$ cat src/rtl/bus_mon_pkg.sv
package bus_mon_pkg;

  // One clock's worth of bus lines, already turned to positive logic.
  typedef struct packed {
    logic frame;
    logic irdy;
    logic trdy;
    logic stop;
  } bus_smp_t;

  // Sticky error indices.
  localparam int N_ERR      = 4;
  localparam int ERR_LINGER = 0;
  localparam int ERR_DROP   = 1;
  localparam int ERR_EXTEND = 2;
  localparam int ERR_STOPRL = 3;

  function automatic bus_smp_t from_pins(input logic fn, input logic in_n,
                                         input logic tn, input logic sn);
    bus_smp_t b;
    b.frame = ~fn;
    b.irdy  = ~in_n;
    b.trdy  = ~tn;
    b.stop  = ~sn;
    return b;
  endfunction

  // A phase ends on initiator ready plus target ready or stop.
  // After stop has been seen, initiator ready alone is enough.
  function automatic logic phase_complete(input bus_smp_t b, input logic stop_seen);
    return b.irdy & (b.trdy | b.stop | stop_seen);
  endfunction

  // A word moves only with both ready lines asserted.
  function automatic logic data_moved(input bus_smp_t b);
    return b.irdy & b.trdy;
  endfunction

endpackage

$ cat src/rtl/bus_mon_tracker.sv
module bus_mon_tracker
  import bus_mon_pkg::*;
(
  input  logic             clk,
  input  logic             rst,
  input  bus_smp_t         smp,
  output logic             busy_q,
  output logic             xfer_q,
  output logic             done_q,
  output logic             ev_start,
  output logic             ev_xfer,
  output logic [N_ERR-1:0] ev_err
);

  logic stop_seen_q;   // stop observed in this transaction
  logic both_q;        // a phase finished with stop and target ready
  logic last_q;        // final phase finished on the previous clock
  logic commit_q;      // frame+irdy asserted with phase unfinished

  logic in_txn;
  logic ev_done;
  logic keep;

  assign ev_start = ~busy_q & smp.frame;
  assign in_txn   = busy_q | ev_start;
  assign ev_done  = in_txn & phase_complete(smp, stop_seen_q);
  assign ev_xfer  = in_txn & data_moved(smp);
  assign keep     = ev_start | (busy_q & (smp.frame | smp.irdy));

  always_comb begin
    ev_err             = '0;
    ev_err[ERR_LINGER] = busy_q & last_q & smp.irdy;
    ev_err[ERR_DROP]   = busy_q & commit_q & ~smp.frame;
    ev_err[ERR_EXTEND] = busy_q & both_q & smp.trdy;
    ev_err[ERR_STOPRL] = busy_q & stop_seen_q & ~smp.stop & (smp.frame | smp.irdy);
  end

  always_ff @(posedge clk) begin
    if (rst) begin
      busy_q      <= 1'b0;
      xfer_q      <= 1'b0;
      done_q      <= 1'b0;
      stop_seen_q <= 1'b0;
      both_q      <= 1'b0;
      last_q      <= 1'b0;
      commit_q    <= 1'b0;
    end else begin
      busy_q      <= keep;
      xfer_q      <= ev_xfer;
      done_q      <= ev_done;
      stop_seen_q <= keep & (stop_seen_q | (in_txn & smp.stop));
      both_q      <= keep & (both_q | (ev_done & smp.stop & smp.trdy));
      last_q      <= in_txn & ev_done & ~smp.frame;
      commit_q    <= in_txn & smp.frame & smp.irdy & ~ev_done;
    end
  end

endmodule

$ cat src/rtl/bus_mon_errors.sv
module bus_mon_errors
  import bus_mon_pkg::*;
(
  input  logic             clk,
  input  logic             rst,
  input  logic             clr,
  input  logic [N_ERR-1:0] ev_err,
  output logic [N_ERR-1:0] err_q
);

  for (genvar g = 0; g < N_ERR; g++) begin : g_flag
    always_ff @(posedge clk) begin
      if (rst) err_q[g] <= 1'b0;
      else     err_q[g] <= (err_q[g] & ~clr) | ev_err[g];
    end
  end

endmodule

$ cat src/rtl/bus_mon_counter.sv
module bus_mon_counter #(
  parameter int CNT_W = 8
) (
  input  logic             clk,
  input  logic             rst,
  input  logic             start,
  input  logic             xfer,
  output logic [CNT_W-1:0] cnt_q
);

  localparam logic [CNT_W-1:0] CNT_MAX = {CNT_W{1'b1}};

  function automatic logic [CNT_W-1:0] sat_inc(input logic [CNT_W-1:0] v);
    return (v == CNT_MAX) ? v : v + 1'b1;
  endfunction

  always_ff @(posedge clk) begin
    if (rst)       cnt_q <= '0;
    else if (start) cnt_q <= {{(CNT_W-1){1'b0}}, xfer};
    else if (xfer)  cnt_q <= sat_inc(cnt_q);
  end

endmodule

$ cat src/rtl/bus_txn_monitor.sv
module bus_txn_monitor
  import bus_mon_pkg::*;
#(
  parameter int CNT_W = 8
) (
  input  logic             clk,
  input  logic             rst,
  input  logic             err_clr,
  input  logic             frame_n,
  input  logic             irdy_n,
  input  logic             trdy_n,
  input  logic             stop_n,
  output logic             busy,
  output logic             xfer_pulse,
  output logic             phase_done,
  output logic [CNT_W-1:0] xfer_count,
  output logic             err_irdy_linger,
  output logic             err_frame_drop,
  output logic             err_trdy_extend,
  output logic             err_stop_drop
);

  bus_smp_t         smp;
  logic             ev_start;
  logic             ev_xfer;
  logic [N_ERR-1:0] ev_err;
  logic [N_ERR-1:0] err_vec;

  assign smp = from_pins(frame_n, irdy_n, trdy_n, stop_n);

  bus_mon_tracker u_trk (
    .clk      (clk),
    .rst      (rst),
    .smp      (smp),
    .busy_q   (busy),
    .xfer_q   (xfer_pulse),
    .done_q   (phase_done),
    .ev_start (ev_start),
    .ev_xfer  (ev_xfer),
    .ev_err   (ev_err)
  );

  bus_mon_counter #(.CNT_W(CNT_W)) u_cnt (
    .clk   (clk),
    .rst   (rst),
    .start (ev_start),
    .xfer  (ev_xfer),
    .cnt_q (xfer_count)
  );

  bus_mon_errors u_err (
    .clk    (clk),
    .rst    (rst),
    .clr    (err_clr),
    .ev_err (ev_err),
    .err_q  (err_vec)
  );

  assign err_irdy_linger = err_vec[ERR_LINGER];
  assign err_frame_drop  = err_vec[ERR_DROP];
  assign err_trdy_extend = err_vec[ERR_EXTEND];
  assign err_stop_drop   = err_vec[ERR_STOPRL];

endmodule

$ cat config.mk
export PLATFORM = sky130hd
export DESIGN_NAME = bus_txn_monitor
export DESIGN_NICKNAME = d
export VERILOG_FILES = /design/src/rtl/bus_mon_pkg.sv /design/src/rtl/bus_mon_tracker.sv /design/src/rtl/bus_mon_errors.sv /design/src/rtl/bus_mon_counter.sv /design/src/rtl/bus_txn_monitor.sv
export SDC_FILE = /design/constraint.sdc
export NUM_CORES = 1
export LEC_CHECK = 0
export BUFFER_PORTS_ARGS = -buffer_cell sky130_fd_sc_hd__buf_2
export CORE_ASPECT_RATIO = 1.2
export CORE_MARGIN = 2
export CORE_UTILIZATION = 41
export CTS_CLUSTER_DIAMETER = 200
export DETAILED_ROUTE_END_ITERATION = 8
export PLACE_DENSITY = 0.75
export SYNTH_ARGS = -nofsm -noshare
export SYNTH_HDL_FRONTEND = slang
export SYNTH_SLANG_ARGS = --single-unit
$ cat constraint.sdc
create_clock -name clk -period 1.5 [get_ports clk]
set_clock_uncertainty 0.15 [all_clocks]
set_input_delay 0.3 -clock clk [delete_from_list [all_inputs] [get_ports clk]]
set_output_delay 0.3 -clock clk [all_outputs]
set_load 0.01 [all_outputs]
=== After elaboration in Yosys (flattened, before gate mapping) ===
Cells that the tools add are included.
Widths: inputs -> output; s select.

* Shifts and indexed selects: 0
* Reduce and logical (&&, ||, !) cells: 4
* Muxes and demuxes: 3
* Div/mod/pow operators: 0
* Equal/unequal tests: 2
* Multipliers: 0
* Bitwise logic cells: 48
* Add/sub/neg operators: 1
* Order comparisons: 0

{| class="wikitable"
|+ Operator list
! kind !! count
|-
| $and 1x1->1 || 29
|-
| $or 1x1->1 || 11
|-
| $add 8x1->8 const B || 1
|-
| $eq 8x8->1 const B || 1
|-
| $not 1->1 || 8
|-
| $reduce_and 2->1 || 2
|-
| $mux 1 || 3
|-
| $ne 2x2->1 const B || 1
|-
| $reduce_bool 2->1 || 1
|-
| $reduce_or 2->1 || 1
|}

* Memories: 0
* Latch bits: 0
* Memory bits (read-only): 0
* Word-level logic and storage cells: 71
* Input port bits: 7
* Memory bits (writable): 0
* Output and inout bits: 15
* Register bits after elaboration: 19

=== Logic depth before layout (Yosys ltp) ===
Gate-level depths: netlist (run 1).

* Depth after elaboration: 9
* Gate-level depth with buffers: 6
* Depth with buffers taken out: 5

=== By module ===
Synthesis (run 1) repeated with hierarchy kept, for this count alone.

* Cells, all modules: 97
* Area total of the unflattened synthesis: 859.6 µm²

{| class="wikitable"
|+ By module, submodules not included
! module !! seq. area each (µm²) !! instances !! cells each !! area each (µm²)
|-
| bus_mon_counter || 160.2 || 1 || 47 || 424.2
|-
| bus_mon_tracker || 140.1 || 1 || 30 || 280.3
|-
| bus_mon_errors || 80.1 || 1 || 16 || 140.1
|-
| bus_txn_monitor || 0.0 || 1 || 4 || 15.0
|}

=== Least setup slack after synthesis (run 1) ===
Ideal clock, no wire load.

* Kind: flip-flop to flip-flop
* Start: register u_cnt.cnt_q[0]
* End: register u_cnt.cnt_q[4]
* Path buffers: 1
* Library setup time: 0.070 ns
* Data arrival time: 1.397 ns
* Period minus slack after synthesis: 1.617 ns
* Stages on the path, launching flop included: 7
* Setup slack: -0.117 ns
* Required time: 1.280 ns
* Path through: dfxtp_1 ha_1 nand3_1 o211ai_2 buf_6 or3_1 a21oi_1

* Word-level cells in the longest chain between the ends: 3

{| class="wikitable"
|+ Ends and longest elaborated chain
! item !! RTL line !! source
|-
| start: declaration || bus_mon_counter.sv:8 || <nowiki>output logic [CNT_W-1:0] cnt_q</nowiki>
|-
| start signal: assignment || bus_mon_counter.sv:19 || <nowiki>else if (start) cnt_q <= {{(CNT_W-1){1'b0}}, xfer};</nowiki>
|-
| start signal: assignment || bus_mon_counter.sv:20 || <nowiki>else if (xfer) cnt_q <= sat_inc(cnt_q);</nowiki>
|-
| parallel branches: the longest is 3 deep, another holds $add 8x1->8 || n/a ||
|}

Parallel ways; which one is timed is not known.
A chain may end at the register's enable or synchronous reset.

=== Worst setup path after layout (run 1) ===
* Start: register u_cnt.cnt_q[1]
* End: register u_cnt.cnt_q[4]

The elaborated chain is that of the path after synthesis.

==> run_results.csv, run 1 <==
group,metric,value,unit
synth,synthCells,87,
synth,avgSynthCellArea,9.046,sq um
cells_and_area,flow.area_growth_from_synthesis,44.99,%
pwr,power.ir.vdd_worst,0.0005206,V
route,num_vias,802,
clocking,root_buffer,"sky130_fd_sc_hd__clkbuf_4",
synth,yosysWarnings,0,
pwr,cellLeakagePower,0.4970,nW
clocking,cts_inserted_buffers,3,
grt,vias_in_the_first_global_route,794,
worst_setup_path,worst_path_largest_cell_delay,0.36,ns
clocking,cts_sinks,19,
floorplanning,die_h,52.00,microns
sta,tightest_slew,0.3098,ns
worst_setup_path,worstPathCellList,"ha_4, nand3_4, o211ai_4, buf_4, or3_1, a21oi_1",
cells_and_area,final_area,1141,sq um
worst_setup_path,crit_path_end,"u_cnt.cnt_q[4]",
sta,fin_crit_sh,107.9,%
route,detail_route.wl_per_cell,13.69,microns
placement,post-dp-hpwl,1405,microns
placement,io_buffer_count,21,
route,drt_drc_violations_left,0,
outcome,outcome,"finished, violations left",
worst_setup_path,critPathArrivalTime,1.71,ns
sta,finalCriticalPeriod,1.618,ns
worst_setup_path,ff2ff_setup_slack,-0.12,ns
route,via_per_inst,5.419,
clocking,clk_pin_slew_worst_paths,0.12,ns
cells_and_area,fraction_of_final_layout_cells_sized_beyond_drive_strength_1,48.06,%
sta,setup_viol_count_final,6,
route,initialDrtViolationCount,20,
synth,number_of_enable_flip_flop_cells_after_synthesis,0,
sta,grt_setup_unrepaired,"yes",
sta,timing.max_slew.rel_slack,79.25,%
cells_and_area,largest_register_ffs,8,
worst_setup_path,critPathLaunchType,"register",
sta,fin_hold_ws,0.1203,ns
synth,synth.net_count,95,
floorplanning,top_level_ports,22,
cells_and_area,most_used_cells_in_the_layout_excluding_fill_and_tap_cells,"sky130_fd_sc_hd__buf_2, sky130_fd_sc_hd__buf_4, sky130_fd_sc_hd__dfxtp_1",
worst_hold_path,classification_of_the_worst_slack_hold_path,"input port to register",
worst_setup_path,crit_path_end_kind,"register",
outcome,violations,"negative setup slack",
cells_and_area,final_common_cell,"sky130_fd_sc_hd__buf_2",
sta,achievable-frequency,618.1,MHz
placement,place_area,1039,sq um
floorplanning,floorplan.initialDensity,43.02,%
clocking,tritoncts,"done",
synth,synth.yosys.seq_area_share,48.33,%
sta,hold_viol_final,0,
grt,initial_antenna_violation_count,0,
worst_setup_path,startpoint,"u_cnt.cnt_q[1]",
placement,dp_cells,140,
worst_setup_path,regToRegStartpoint,"u_cnt.cnt_q[1]",
grt,grt_start_max_net_pins,13,
cells_and_area,utilization,62.38,%
synth,yosys.cell_types.count,29,
worst_setup_path,crit_path_top_delay_cell,"sky130_fd_sc_hd__dfxtp_2",
cells_and_area,top_regs,"u_cnt.cnt_q: 8 flops, u_err.err_q: 4 flops",
worst_hold_path,timing.hold.worst.start,"rst",
cells_and_area,stdcell_count,148,
clocking,clk_latency,0.30,ns
grt,grt_use_total,19.18,%
worst_setup_path,worst-r2r-cell-count,6,
sta,tns,-0.4961,ns
worst_setup_path,crit_fanout,11,
clocking,clock_tree.buffer_depth,2,
route,route.final.wire_length,2026,microns
route,drt_pass1_iterations,4,
worst_setup_path,worstReg2RegEnd,"u_cnt.cnt_q[4]",
grt,grt_pass1_wl,3208,microns
cells_and_area,largest_register,"u_cnt.cnt_q",
sta,setup_slack,-0.1178,ns
synth,yosys_most_used_dff,"sky130_fd_sc_hd__dfxtp_1",
route,drtAntennaViolNets,0,
pwr,total_power_per_unit_cell_area,772.2,nW/um^2
synth,synth_async_sr_flop_share,0,%
sta,slew_viol_final,0,
clocking,cts_max_level,1,
floorplanning,core_area,1829,sq um
worst_setup_path,cp.required,1.59,ns
worst_setup_path,timing_worst_setup_path_type,"register to register",
synth,yosysTopAreaCellShare,48.33,%
cells_and_area,n_antenna_cell,0,
placement,finalWeightedCongestion,0.7319,
floorplanning,core.rowCount,17,
synth,netlist.top_cell.by_area,"sky130_fd_sc_hd__dfxtp_1",
grt,global_route.overflow_total,0,
job,max_cap_viol_count,0,
floorplanning,chipWidth,44.00,microns
cells_and_area,nets,138,
synth,synthTopCellsByArea,"sky130_fd_sc_hd__dfxtp_1, sky130_fd_sc_hd__a21oi_1, sky130_fd_sc_hd__nor2_1, sky130_fd_sc_hd__nand2b_1, sky130_fd_sc_hd__nand3_1",
synth,mappedNetlistArea,787.0,sq um
floorplanning,fp.dieArea,2288,sq um
synth,synth_seq_cells,19,
[final cells by class]
class	count	area (sq um)
clock inverter	1	5.005
clock buffer	3	22.52
tap	19	23.77
inverter	1	3.754
sequential	19	389.1
fill	159	688.2
multi-input combinational	64	437.9
timing repair buffer	41	259.0
[stage by stage]
step	power (mW)	setup WS (ns)
4_1_cts	0.8816	-0.07051
6_report	0.8811	-0.1178
3_3_place_gp	0.6129	-0.08655
2_1_floorplan	0.5767	0.006199
5_1_grt	0.9164	-0.1745
3_5_place_dp	0.6171	-0.1571
[metal layers]
metal	global-route usage (%)	share of wire [%]	vias up
met1	19.65	42	376
met2	36.52	52	21
met5	0	0	-
met4	10.61	2.3	0
li1	-	-	399
met3	2.083	3.9	6
[worst min path at each step]
stage	to	slack [ns]	cells past startpoint
floorplan	u_trk.commit_q	0.23	1
CTS	u_err.err_q[1]	0.11	2
global route	u_err.err_q[2]	0.13	2
finish	u_err.err_q[2]	0.12	2
detailed placement	u_err.err_q[2]	0.31	2
global placement	u_err.err_q[1]	0.30	2
[what timing repair did]
item / CTS / global route
buffers inserted: 1 / 3
resized for setup: 7 / 6
endpoints found under the setup margin: 7 / 8
hold buffers: 0 / 0
pin swaps: 2 / 2
[report_power, final]
part	leakage (nW)	switching (mW)	internal [mW]	total, mW
Combinational	0.322	0.0505	0.0461	0.0966
Sequential	0.157	0.00451	0.514	0.519
Clock	0.0177	0.166	0.0994	0.266
Total	0.497	0.221	0.660	0.881
[cell families after synthesis]
group	after synthesis	share of synthesized area (%)
AO/OA/AOI/OAI	21	16.06
XOR/XNOR	1	1.113
adder cells (fa/ha/maj)	1	1.590
buffers and inverters	4	2.861
flip-flops	19	48.33
multiplexers	1	1.272
AND/OR/NAND/NOR	40	28.78
[Yosys cell counts (2+ instances only)]
cell type / count
sky130_fd_sc_hd__or4_1: 3
sky130_fd_sc_hd__nand2b_1: 4
sky130_fd_sc_hd__clkbuf_1: 2
sky130_fd_sc_hd__nor2_1: 7
sky130_fd_sc_hd__nand3_1: 5
sky130_fd_sc_hd__or3_1: 3
sky130_fd_sc_hd__o31ai_1: 3
sky130_fd_sc_hd__nand3b_1: 2
sky130_fd_sc_hd__a21oi_1: 11
sky130_fd_sc_hd__nor2b_1: 2
sky130_fd_sc_hd__o21ai_0: 4
sky130_fd_sc_hd__nand2_1: 5
sky130_fd_sc_hd__dfxtp_1: 19
sky130_fd_sc_hd__nand4_1: 2
[critical path: cells and delay by family (launching register included)]
family	cells	cell delay (ns)
AOI/OAI and AO/OA	2	0.27
adders and majority gates	1	0.17
buffers and inverters	1	0.17
DFF	1	0.36
and+or+nand+nor	2	0.43
Note: power is estimated with default switching activity, not from simulation.
==> run 2, diff against run 1 <==
Settings changed: CORE_UTILIZATION 41 to 44, GPL_ROUTABILITY_DRIVEN set to 0, PLACE_DENSITY 0.75 to 0.79.
==> run 2 against run 1 <==
Effect of this change:
- the flow still finishes with violations (negative setup slack)
- core utilization grew 4.8 points
- non-clock buffer count fell by 3
- via count grew 2.1%
- routed wire length is 4.2% higher
- largest power group unchanged
- combinational power down 3.6%
==> run_results.csv, run 2 (same netlist as run 1, synthesis figures left out) <==
group,metric,value,unit
sta,setup_slack,-0.04920,ns
route,detail_route.wl_per_cell,14.57,microns
worst_setup_path,path_depth,4,
sta,slew_viol_final,0,
route,route.final.wire_length,2112,microns
sta,hold_viol_final,0,
cells_and_area,fraction_of_final_layout_cells_sized_beyond_drive_strength_1,44.09,%
grt,initial_antenna_violation_count,0,
clocking,clk_pin_slew_worst_paths,0.11,ns
pwr,cellLeakagePower,0.4666,nW
worst_setup_path,worstReg2RegEnd,"u_cnt.cnt_q[7]",
grt,grt_use_total,20.58,%
clocking,clk_latency,0.30,ns
grt,grt_start_max_net_pins,11,
floorplanning,fp.dieArea,2144,sq um
worst_setup_path,worst_path_largest_cell_delay,0.50,ns
clocking,root_buffer,"sky130_fd_sc_hd__clkbuf_4",
worst_setup_path,path_buf_inv,1,
cells_and_area,utilization,67.17,%
placement,dp_slack,-0.1547,ns
worst_setup_path,crit_path_top_delay_cell,"sky130_fd_sc_hd__or4_1",
pwr,power.ir.vdd_worst,0.0005089,V
route,drtAntennaViolNets,0,
sta,finalCriticalPeriod,1.549,ns
placement,io_buffer_count,21,
job,max_cap_viol_count,0,
cells_and_area,nets,136,
worst_setup_path,startpoint,"u_cnt.cnt_q[3]",
worst_hold_path,classification_of_the_worst_slack_hold_path,"input port to register",
grt,grt_pass1_wl,3360,microns
sta,setup_viol_count_final,4,
cells_and_area,most_used_cells_in_the_layout_excluding_fill_and_tap_cells,"sky130_fd_sc_hd__buf_2, sky130_fd_sc_hd__buf_4, sky130_fd_sc_hd__dfxtp_1",
outcome,violations,"negative setup slack",
sta,fin_crit_sh,103.3,%
clocking,cts_max_level,1,
sta,achievable-frequency,645.5,MHz
grt,vias_in_the_first_global_route,787,
cells_and_area,top_regs,"u_cnt.cnt_q: 8 flops, u_err.err_q: 4 flops",
route,drt_drc_violations_left,0,
worst_setup_path,worst-r2r-cell-count,4,
sta,grt_setup_unrepaired,"yes",
outcome,outcome,"finished, violations left",
floorplanning,floorplan.initialDensity,47.36,%
floorplanning,chipWidth,42.61,microns
clocking,clock_tree.buffer_depth,2,
sta,tightest_slew,0.4199,ns
cells_and_area,largest_register_ffs,8,
placement,post-dp-hpwl,1414,microns
worst_setup_path,crit_path_end,"u_cnt.cnt_q[7]",
route,drt_pass1_iterations,4,
route,initialDrtViolationCount,24,
worst_setup_path,critPathArrivalTime,1.63,ns
clocking,cts_inserted_buffers,3,
worst_setup_path,worstPathCellList,"nand4_1, buf_4, or4_1, a21oi_1",
route,via_per_inst,5.648,
sta,timing.max_slew.rel_slack,71.90,%
worst_setup_path,crit_fanout,3,
worst_setup_path,regToRegStartpoint,"u_cnt.cnt_q[3]",
pwr,finalPower,0.8764,mW
floorplanning,top_level_ports,22,
cells_and_area,final_common_cell,"sky130_fd_sc_hd__buf_2",
worst_setup_path,path_delay_family,"simple AND/OR/NAND/NOR gates",
pwr,total_power_per_unit_cell_area,785.3,nW/um^2
worst_setup_path,timing_worst_setup_path_type,"register to register",
cells_and_area,n_antenna_cell,0,
cells_and_area,flow.area_growth_from_synthesis,41.81,%
floorplanning,core.rowCount,16,
cells_and_area,largest_register,"u_cnt.cnt_q",
grt,global_route.overflow_total,0,
floorplanning,core_area,1662,sq um
floorplanning,die_h,50.33,microns
worst_setup_path,critPathLaunchType,"register",
worst_setup_path,ff2ff_setup_slack,-0.05,ns
route,num_vias,819,
worst_setup_path,cp.required,1.58,ns
worst_setup_path,crit_path_end_kind,"register",
clocking,tritoncts,"done",
clocking,cts_sinks,19,
==> run 2: area by class of cell <==
type                    count  area (sq um)
clock buffers               4         26.28
fillers                   130         545.5
inverters                   1         3.754
multi-input cells          65         445.4
flip-flops and latches     19         385.4
well taps                  18         22.52
repair buffers             38         232.7
==> run 2: how the worst min path moves through the flow <==
stage	startpoint	endpoint	cells past startpoint
3_5_place_dp	u_err.err_q[2]	u_err.err_q[2]	2
2_1_floorplan	frame_n	u_trk.commit_q	1
6_report	rst	u_err.err_q[2]	2
3_3_place_gp	u_trk.commit_q	u_err.err_q[1]	2
4_1_cts	rst	u_err.err_q[0]	2
5_1_grt	rst	u_err.err_q[2]	2
==> run 2: worst register-to-register path, stage by stage, from the launching register on <==
cell and delay, ns:
sky130_fd_sc_hd__dfxtp_1 0.35, sky130_fd_sc_hd__nand4_1 0.15, sky130_fd_sc_hd__buf_4 0.17, sky130_fd_sc_hd__or4_1 0.50, sky130_fd_sc_hd__a21oi_1 0.16
==> run 2: through the flow <==
stage	hold slack (ns)	area [sq um]	instances	TNS, ns
2_1_floorplan	0.2263	808.3	87	0
3_3_place_gp	0.3027	1037	139	-0.3556
3_5_place_dp	0.3117	1037	139	-0.6170
4_1_cts	0.1297	1097	145	-0.07205
5_1_grt	0.1473	1116	145	-0.4189
6_report	0.1312	1116	145	-0.09744
==> run 2: what timing repair did <==
| action | 4_1_cts | 5_1_grt |
|---|---|---|
| hold buffers | 0 | 0 |
| pin swaps | 4 | 0 |
| resized for setup | 2 | 5 |
| setup endpoints to repair | 7 | 7 |
| buffers inserted | 1 | 0 |
| cloned | 1 | 0 |
==> run 2: power by group <==
part           total [mW]  internal [mW]  switching [mW]
Combinational      0.0931         0.0428          0.0503
Sequential          0.519          0.515         0.00476
Clock               0.264          0.104           0.160
==> run 2: routing by layer <==
layer	track usage (%)	wire, microns	vias to the layer above
li1	-	-	397
met1	23.36	888	388
met2	36.67	1087	25
met3	4.317	82	9
met4	8.854	53	0
met5	0	0	-
